--- src/rtl/msr_pkg.sv ---
package msr_pkg;
  localparam int MSR_LINES = 4;
  localparam int LINE_CTS  = 0;
  localparam int LINE_DSR  = 1;
  localparam int LINE_RI   = 2;
  localparam int LINE_DCD  = 3;
  // lines whose flag latches only on a low-to-high pin transition
  localparam logic [MSR_LINES-1:0] RISE_ONLY_MASK = 4'b0100;
endpackage

--- src/rtl/msr_sync.sv ---
module msr_sync #(
  parameter int W = 4,
  parameter int STAGES = 2,
  parameter logic [W-1:0] IDLE = '1
) (
  input  logic         clk,
  input  logic         rst,
  input  logic [W-1:0] din,
  output logic [W-1:0] dout
);
  logic [W-1:0] stg [STAGES];

  always_ff @(posedge clk) begin
    if (rst) begin
      for (int j = 0; j < STAGES; j++) stg[j] <= IDLE;
    end else begin
      stg[0] <= din;
      for (int j = 1; j < STAGES; j++) stg[j] <= stg[j-1];
    end
  end

  assign dout = stg[STAGES-1];
endmodule

--- src/rtl/msr_edge.sv ---
module msr_edge #(
  parameter int W = 4,
  parameter logic [W-1:0] RISE_MASK = '0
) (
  input  logic         clk,
  input  logic         rst,
  input  logic [W-1:0] lvl,
  output logic [W-1:0] evt
);
  logic [W-1:0] prev;

  always_ff @(posedge clk) begin
    if (rst) prev <= '1;
    else     prev <= lvl;
  end

  for (genvar i = 0; i < W; i++) begin : g_line
    if (RISE_MASK[i]) begin : g_rise
      assign evt[i] = lvl[i] & ~prev[i];
    end else begin : g_any
      assign evt[i] = lvl[i] ^ prev[i];
    end
  end
endmodule

--- src/rtl/msr_flags.sv ---
module msr_flags #(
  parameter int W = 4
) (
  input  logic         clk,
  input  logic         rst,
  input  logic [W-1:0] evt,
  input  logic         clr,
  output logic [W-1:0] flags
);
  always_ff @(posedge clk) begin
    if (rst)      flags <= '0;
    else if (clr) flags <= evt;
    else          flags <= flags | evt;
  end
endmodule

--- src/rtl/modem_status_reg.sv ---
module modem_status_reg
  import msr_pkg::*;
#(
  parameter int SYNC_STAGES = 2
) (
  input  logic       clk,
  input  logic       rst,
  input  logic       cts_n,
  input  logic       dsr_n,
  input  logic       ri_n,
  input  logic       dcd_n,
  input  logic       rd_strobe,
  input  logic       ien,
  output logic [7:0] rd_data,
  output logic       irq
);
  logic [MSR_LINES-1:0] pins, lvl, evt, flags;

  assign pins[LINE_CTS] = cts_n;
  assign pins[LINE_DSR] = dsr_n;
  assign pins[LINE_RI]  = ri_n;
  assign pins[LINE_DCD] = dcd_n;

  msr_sync #(.W(MSR_LINES), .STAGES(SYNC_STAGES), .IDLE('1)) u_sync (
    .clk(clk), .rst(rst), .din(pins), .dout(lvl)
  );

  msr_edge #(.W(MSR_LINES), .RISE_MASK(RISE_ONLY_MASK)) u_edge (
    .clk(clk), .rst(rst), .lvl(lvl), .evt(evt)
  );

  msr_flags #(.W(MSR_LINES)) u_flags (
    .clk(clk), .rst(rst), .evt(evt), .clr(rd_strobe), .flags(flags)
  );

  assign rd_data = {~lvl, flags};
  assign irq     = ien & (|flags);
endmodule

--- config.mk ---
export PLATFORM = sky130hd
export DESIGN_NAME = modem_status_reg
export DESIGN_NICKNAME = d
export VERILOG_FILES = /design/src/rtl/msr_pkg.sv /design/src/rtl/msr_sync.sv /design/src/rtl/msr_edge.sv /design/src/rtl/msr_flags.sv /design/src/rtl/modem_status_reg.sv
export SDC_FILE = /design/constraint.sdc
export NUM_CORES = 1
export LEC_CHECK = 0
export BUFFER_PORTS_ARGS = -buffer_cell sky130_fd_sc_hd__buf_2
export CORE_AREA = 2 2 39 41
export DETAILED_ROUTE_END_ITERATION = 10
export DIE_AREA = 0 0 41 43
export GPL_TIMING_DRIVEN = 0
export PLACE_DENSITY = 0.74
export SLEW_MARGIN = 40
export SYNTH_ARGS = -nofsm -noshare
export SYNTH_HDL_FRONTEND = slang
export SYNTH_HIERARCHICAL = 1
export SYNTH_SLANG_ARGS = --single-unit
export TNS_END_PERCENT = 20
--- constraint.sdc ---
create_clock -name clk -period 0.9 [get_ports clk]
set_input_delay 0.045 -clock clk [delete_from_list [all_inputs] [get_ports clk]]
set_output_delay 0.045 -clock clk [all_outputs]
set_load 0.01 [all_outputs]
* Word level (Yosys, flattened, before mapping)
Memories as Yosys holds them, arrays and structs flattened. Index checks and enable logic that the tools add are counted.
Storage, ports and cells: logic and storage cells 20, RAM bits 8, bits in registers 8, output and inout bits 9, memories kept 1, input bits 8
Cells by class: muxes and demuxes 6, bitwise gates (word level) 10, reductions and logical operators 1
Memory list:
- u_sync.stg | depth 2, width 4, read ports 2, clocked after memory_dff 0, write ports 2, line msr_sync.sv:11 | logic [W-1:0] stg [STAGES];
Operators with widths (count):
- 4-bit two-way mux | 3
- 4-bit NOT | 1
- 4-bit bitwise OR | 1
- 4-bit OR reduction | 1
- 1-bit two-way mux | 3
- 1-bit bitwise XOR | 3
- 1-bit bitwise AND | 2
- 1-bit bitwise OR | 2
- 1-bit NOT | 1

* Logic depth before layout (Yosys ltp)
Gate-level depths: netlist (run 1).
depth after elaboration 4, depth in mapped cells 4, mapped depth without buffers 3

* Cells and area by module
The synthesis (run 1) kept the hierarchy.
Modules (own cells, without submodules):
- msr_sync | cells each 20, area each 240.2 um^2, sequential area each 160.2 um^2, times used 1
- msr_flags | cells each 16, area each 140.1 um^2, sequential area each 80.1 um^2, times used 1
- msr_edge | cells each 12, area each 137.6 um^2, sequential area each 80.1 um^2, times used 1
- modem_status_reg | cells each 5, area each 26.3 um^2, sequential area each 0.0 um^2, times used 1

* Worst setup path before layout (run 1)
No wires, ideal clock.
path type flip-flop to output port, start point register u_flags.flags[1], end point output port irq, slack 0.067 ns, data required time 0.855 ns, stages on the path, launching flop included 2, buffers on the path 0, arrival time 0.788 ns, cells stage by stage dfxtp_1 -> o41a_1
Between the ends: cells in the longest elaborated chain, start to end 2
RTL lines:
- start: declaration | line msr_flags.sv:8 | output logic [W-1:0] flags
- start signal: assignment | line msr_flags.sv:12 | else if (clr) flags <= evt;
- start signal: assignment | line msr_flags.sv:13 | else flags <= flags | evt;
- 4-bit OR reduction | line modem_status_reg.sv:37 | assign irq = ien & (|flags);
- 1-bit bitwise AND | line modem_status_reg.sv:37
- end: declaration | line modem_status_reg.sv:15 | output logic irq
No other way between the ends.

* Final worst setup path (run 1)
start point register u_flags.flags[0], end point output port irq
Same word-level chain as after synthesis.

==> flow_summary.yaml, run 1 <==
detailed_routing:
  wl_met3_um: 54
  wl_um: 791
  routed_via_density: 4.14
  wire_per_inst_um: 8.41
  routed-wl-met2_um: 393
  vias: 389
  ant_nets: 0
  wl_met1_um: 322
  drt_pass1_iterations: 4
  drt_iter0_drc: 2
  drc: 0
  top_layer: "met4"
clock_tree:
  htreeDepth: 1
  cts_tree: "built"
  cts_root_buffer: "clkbuf_4"
  clockBufferDepth: 2
  cts_buffers: 3
  clk_latency_ps: 270
  path_clk_slew_ps: 80
  clock_sinks: 16
global_route:
  grt-ovfl-total: 0
  grt_pass1_wl_um: 1230
  antenna_found_initial: 0
  grt_usage_pct: 11.4
  first_global_vias: 350
  grt_max_degree: 17
power:
  power_w: 0.00123
  leakage_nw: 0.350
  peakVddDrop_mv: 0.809
  p_per_area_nw_per_um2: 1590
  intPower_w: 0.000979
  power.switching_w: 0.000249
  p_seq_share_pct: 61.2
  netSwitchingFraction_pct: 20.3
  clockPowerShare_pct: 27.6
  p_comb_share_pct: 11.2
timing:
  slew_violations: 0
  worstMarginPinSlew_ps: 216
  rsz0062_at_grt: "yes"
  clock_skew_ps: 0.360
  setup_viol: 2
  setup_ws_ps: -294
  relSlewSlack_pct: 85.6
  fmax_mhz: 838
  hold_viol: 0
  period_minus_slack_ps: 1190
  finalCritPeriodShare_pct: 133
critical_path:
  cp-start-kind: "register"
  slowest_delay_ps: 400
  path_class: "register to primary output"
  crit_chain: "o41a_1 -> buf_2"
  path_delay_family: "compound AO/OA/AOI/OAI gates"
  path_max_fanout: 3
  slowest_stage: "o41a_1"
  timing.critical_path.depth: 2
  required_ps: 850
  endpoint_kind: "primary output"
  r2r_cells: 4
  crit_buf_inv: 1
  crit_arrival_ps: 1150
synthesis:
  synth_top_area_share_pct: 58.9
  yosys.area.top_type: "dfxtp_1"
  synthesis.nets: 61
  synth_area_per_cell_um2: 10.3
  yosysSeqAreaShare_pct: 58.9
  synth.top_cells.by_area: "dfxtp_1, or2_1, buf_4, inv_1, xor2_1"
  synthCells: 53
  synth-seq-cells: 16
  yosysWarnings: 6
  ys_types: 9
  syn_area_um2: 544
finish:
  synthToLayoutAreaGrowth_pct: 41.8
  antenna_cells: 0
  drive_gt1_share_pct: 43.6
  fin_nets: 88
  final-seq-area_um2: 328
  fill_cells: 127
  multi_input_area_um2: 164
  final_common_cell: "or2_1"
  final_cell_mix: "or2_1, buf_2, dfxtp_1"
  fin_util_pct: 55.8
floorplan:
  initial_core_util_pct: 39.3
  die_h_um: 43
  chipWidth_um: 41
  io_pins: 17
  coreArea_um2: 1380
  core.rowCount: 14
  die-area_um2: 1760
status:
  violations: "setup timing"
  status: "finished, violations left"
placed_design:
  hpwl_um: 567
  io_buffer_count: 16
  gp_congestion: 0.557
run:
  cap_violations: 0
hold_path:
  min_path_cells: 3
  hp-class: "input port to register"
[tightest hold or removal path: stages]
cell,delay [ps]
buf_2,90
nand2b_1,100
a21oi_1,60
[cell usage after synthesis]
master / number
a21oi_1: 4
buf_4: 4
dfxtp_1: 16
inv_1: 8
nand2b_1: 4
nor2b_1: 1
o41a_1: 1
or2_1: 12
xor2_1: 3
[routing by layer]
layer	up-vias	track usage, %
met5	-	0
met4	0	12.0
met3	2	3.14
met2	14	20.6
met1	168	7.59
li1	205	-
[logic make-up (layout without fill, tap and decap cells)]
kind of cell	count (synthesis)	after routing	synth area share [%]
AOI/OAI and AO/OA	5	5	5.75
buffers and inverters	12	37	11.0
and+or+nand+nor	17	17	19.5
xor gates and xnor gates	3	3	4.83
DFF	16	16	58.9
[per-stage QoR]
step | instances | worst slack [ps] | cell area [µm²] | setup TNS (ps) | hold slack (ps)
finish | 94 | -294 | 772 | -303 | 57.8
global route | 94 | -341 | 772 | -463 | 55.8
CTS | 94 | -305 | 756 | -356 | 45.7
detailed placement | 85 | -9.01 | 644 | -9.01 | 225
global placement | 85 | 19.0 | 644 | 0 | 221
floorplan | 53 | 67.0 | 544 | 0 | 114
[worst paths after layout]
check	startpoint	to	slack (ps)
worst min register to register	u_sync/stg[0][0]$_SDFF_PP1_	u_sync/stg[0][4]$_SDFF_PP1_	410
worst max register to register	u_sync/stg[0][5]$_SDFF_PP1_	u_flags/flags[1]$_SDFF_PP0_	110
worst max-delay path	u_flags/flags[0]$_SDFF_PP0_	irq	-290
worst min-delay path	rd_strobe	u_flags/flags[2]$_SDFF_PP0_	60
[what timing repair did]
action	in CTS	in global routing
setup endpoints to repair	5	7
hold endpoints to repair	4	0
resized for setup	11	6
buffers inserted	2	0
pin swaps	1	0
hold buffers	4	0
[power groups by stage]
stage / clock network [W] / logic [W] / registers [W]
CTS: 0.000365 / 0.000135 / 0.000751
detailed placement: 0 / 0.000105 / 0.000767
global placement: 0 / 0.000101 / 0.000764
finish: 0.000340 / 0.000138 / 0.000752
floorplan: 0 / 0.0000546 / 0.000768
global route: 0.000393 / 0.000153 / 0.000756
[state kept, by name, summed over array words and instances (netlist names)]
signal,flops
u_sync/stg,8
u_edge/prev,4
u_flags/flags,4
[cell type report]
type	count	area share, %
clock buffer	3	2.92
buffer	4	5.35
multi-input combinational	25	21.2
inverter	8	3.89
sequential	16	42.5
timing repair buffer	22	21.6
tap	16	2.59
Power figures use the tool's default switching activity.
==> inputs of run 2 (changes only) <==
ABC_AREA = 1   (was not set)
PLACE_DENSITY = 0.77   (was 0.74)
==> run 2 against run 1 <==
  * The run still ends with setup timing left
  * First-iteration DRC count grew to 2.5 times the previous value
  * Sequential power is essentially flat
  * Combinational power grew 26%
  * Total power grew 12%
  * Critical path type unchanged
  * Highest routed layer is now met3
==> flow_summary.yaml, run 2 <==
global_route:
  grt-ovfl-total: 0
  first_global_vias: 443
  grt_max_degree: 10
  grt_pass1_wl_um: 1480
  antenna_found_initial: 0
  grt_usage_pct: 13.1
synthesis:
  synth_area_per_cell_um2: 7.27
  synth_top_family_by_area: "buffers and inverters"
  ys_types: 7
  synth-xor-area-share_pct: 0
  synthAdderAreaFrac_pct: 0
  async_reset_ff_share_pct: 0
  synth_common_cells: "inv_1, nand2_1, dfxtp_1"
  yosysWarnings: 6
  synth.top_cells.by_area: "dfxtp_1, inv_1, nand2_1, buf_4, a21oi_1"
  synth-seq-cells: 16
  syn_area_um2: 582
  synthesis.nets: 88
  synth.area.mux_share_pct: 0
  yosysSeqAreaShare_pct: 55.1
  yosys.area.top_type: "dfxtp_1"
  synth_top_area_share_pct: 55.1
  synthCells: 80
  yosys_most_used_dff: "dfxtp_1"
  synth-simple-area-share_pct: 18.1
  synth_edf_count: 0
  synth_compound_area_share_pct: 4.30
timing:
  rsz0062_at_grt: "yes"
  clock_skew_ps: 0.773
  worstMarginPinSlew_ps: 123
  slew_violations: 0
  setup_viol: 2
  finalSetupTns_ps: -170
  period_minus_slack_ps: 995
  setup_ws_ps: -94.8
  relSlewSlack_pct: 91.8
  hold_viol: 0
  fmax_mhz: 1010
  finalCritPeriodShare_pct: 111
finish:
  largest_reg_flops: 8
  final_cell_mix: "nand2_1, inv_1, buf_6"
  synthToLayoutAreaGrowth_pct: 52.0
  antenna_cells: 0
  drive_gt1_share_pct: 40.0
  top_register: "u_sync/stg"
  stdcell_count: 126
  final_common_cell: "nand2_1"
  reg_top3: "u_sync/stg x8, u_edge/prev x4, u_flags/flags x4"
  fin_nets: 119
floorplan:
  coreArea_um2: 1380
  chipWidth_um: 41
  initial_core_util_pct: 42.0
  die_h_um: 43
  io_pins: 17
  core.rowCount: 14
  die-area_um2: 1760
clock_tree:
  cts_tree: "built"
  path_clk_slew_ps: 90
  clock_sinks: 16
  cts_root_buffer: "clkbuf_4"
  htreeDepth: 1
  clockBufferDepth: 2
  clk_latency_ps: 280
  cts_buffers: 3
placed_design:
  dp_slack_ps: 113
  io_buffer_count: 16
  hpwl_um: 604
  dp_cells: 112
  gp_congestion: 0.623
critical_path:
  endpoint_kind: "primary output"
  path_class: "register to primary output"
  crit_arrival_ps: 950
  r2r_cells: 6
  path_max_fanout: 2
  cp-start-kind: "register"
  required_ps: 850
power:
  peakVddDrop_mv: 1.14
  p_per_area_nw_per_um2: 1560
  power_w: 0.00138
  leakage_nw: 0.535
detailed_routing:
  ant_nets: 0
  vias: 495
  wl_um: 998
  drt_iter0_drc: 5
  drc: 0
  routed_via_density: 3.93
  drt_pass1_iterations: 2
  wire_per_inst_um: 7.92
run:
  cap_violations: 0
hold_path:
  hp-class: "input port to register"
  min_path_cells: 4
status:
  status: "finished, violations left"
  violations: "setup timing"
run 2: cell count changes in the layout (fill, tap and decap cells not counted), sizes merged:
cell | previous run | this run
nand2 | 0 | 25
inv | 8 | 27
or2 | 12 | 0
nand2b | 4 | 0
buf | 22 | 25
nor2 | 0 | 3
xor2 | 3 | 0
a21oi | 4 | 5
clkbuf | 3 | 4
dlygate4sd3 | 4 | 5
nor2b | 1 | 0
o41a | 1 | 0
run 2: logic make-up (layout without fill, tap and decap cells):
group | after synthesis | after routing
DFF | 16 | 16
and+or+nand+nor | 28 | 28
buffers and inverters | 31 | 61
AOI/OAI and AO/OA | 5 | 5
run 2: routing by layer:
layer | wire length [µm] | up-vias | track usage, %
li1 | - | 279 | -
met1 | 363 | 203 | 9.40
met2 | 588 | 13 | 25.0
met3 | 47 | 0 | 4.71
met4 | 0 | 0 | 8.00
met5 | 0 | - | 0
run 2: power by group:
group / internal (W) / total, W / switching (W)
Combinational: 0.000100 / 0.000174 / 0.0000744
Clock: 0.000246 / 0.000453 / 0.000207
Sequential: 0.000740 / 0.000753 / 0.0000127
Total: 0.00109 / 0.00138 / 0.000294
run 2: final timing paths:
check	start	end	slack [ps]
worst max-delay path	u_flags/flags[2]$_SDFF_PP0_	rd_data[2]	-90
worst min-delay path	rd_strobe	u_flags/flags[3]$_SDFF_PP0_	30
worst max register to register	u_sync/stg[0][7]$_SDFF_PP1_	u_flags/flags[3]$_SDFF_PP0_	90
worst min register to register	u_sync/stg[0][1]$_SDFF_PP1_	u_sync/stg[0][5]$_SDFF_PP1_	410
run 2: worst max-delay path, stage by stage (launching register included):
cell and delay, ps:
dfxtp_2 330, buf_4 130, buf_6 110, buf_6 110
run 2: per-stage QoR:
stage | hold WS [ps] | util [%] | instance area (µm²)
3_3_place_gp | 221 | 49.3 | 682
4_1_cts | 11.5 | 62.6 | 866
3_5_place_dp | 226 | 49.3 | 682
2_1_floorplan | 114 | - | 582
5_1_grt | 28.2 | 63.9 | 885
6_report | 25.4 | 63.9 | 885
run 2: layout make-up:
cell class              count  area (µm²)
multi-input cells          33         135
repair buffers             26         221
well taps                  16        20.0
flip-flops and latches     16         329
plain buffers               4        41.3
fillers                   128         499
inverters                  27         101
clock buffers               4        36.3
run 2: what timing repair did:
item | CTS | global route
hold buffers | 5 | 0
endpoints found under the hold margin | 7 | 0
resized for setup | 20 | 5
pin swaps | 2 | 1
setup endpoints to repair | 5 | 9
buffers inserted | 4 | 1
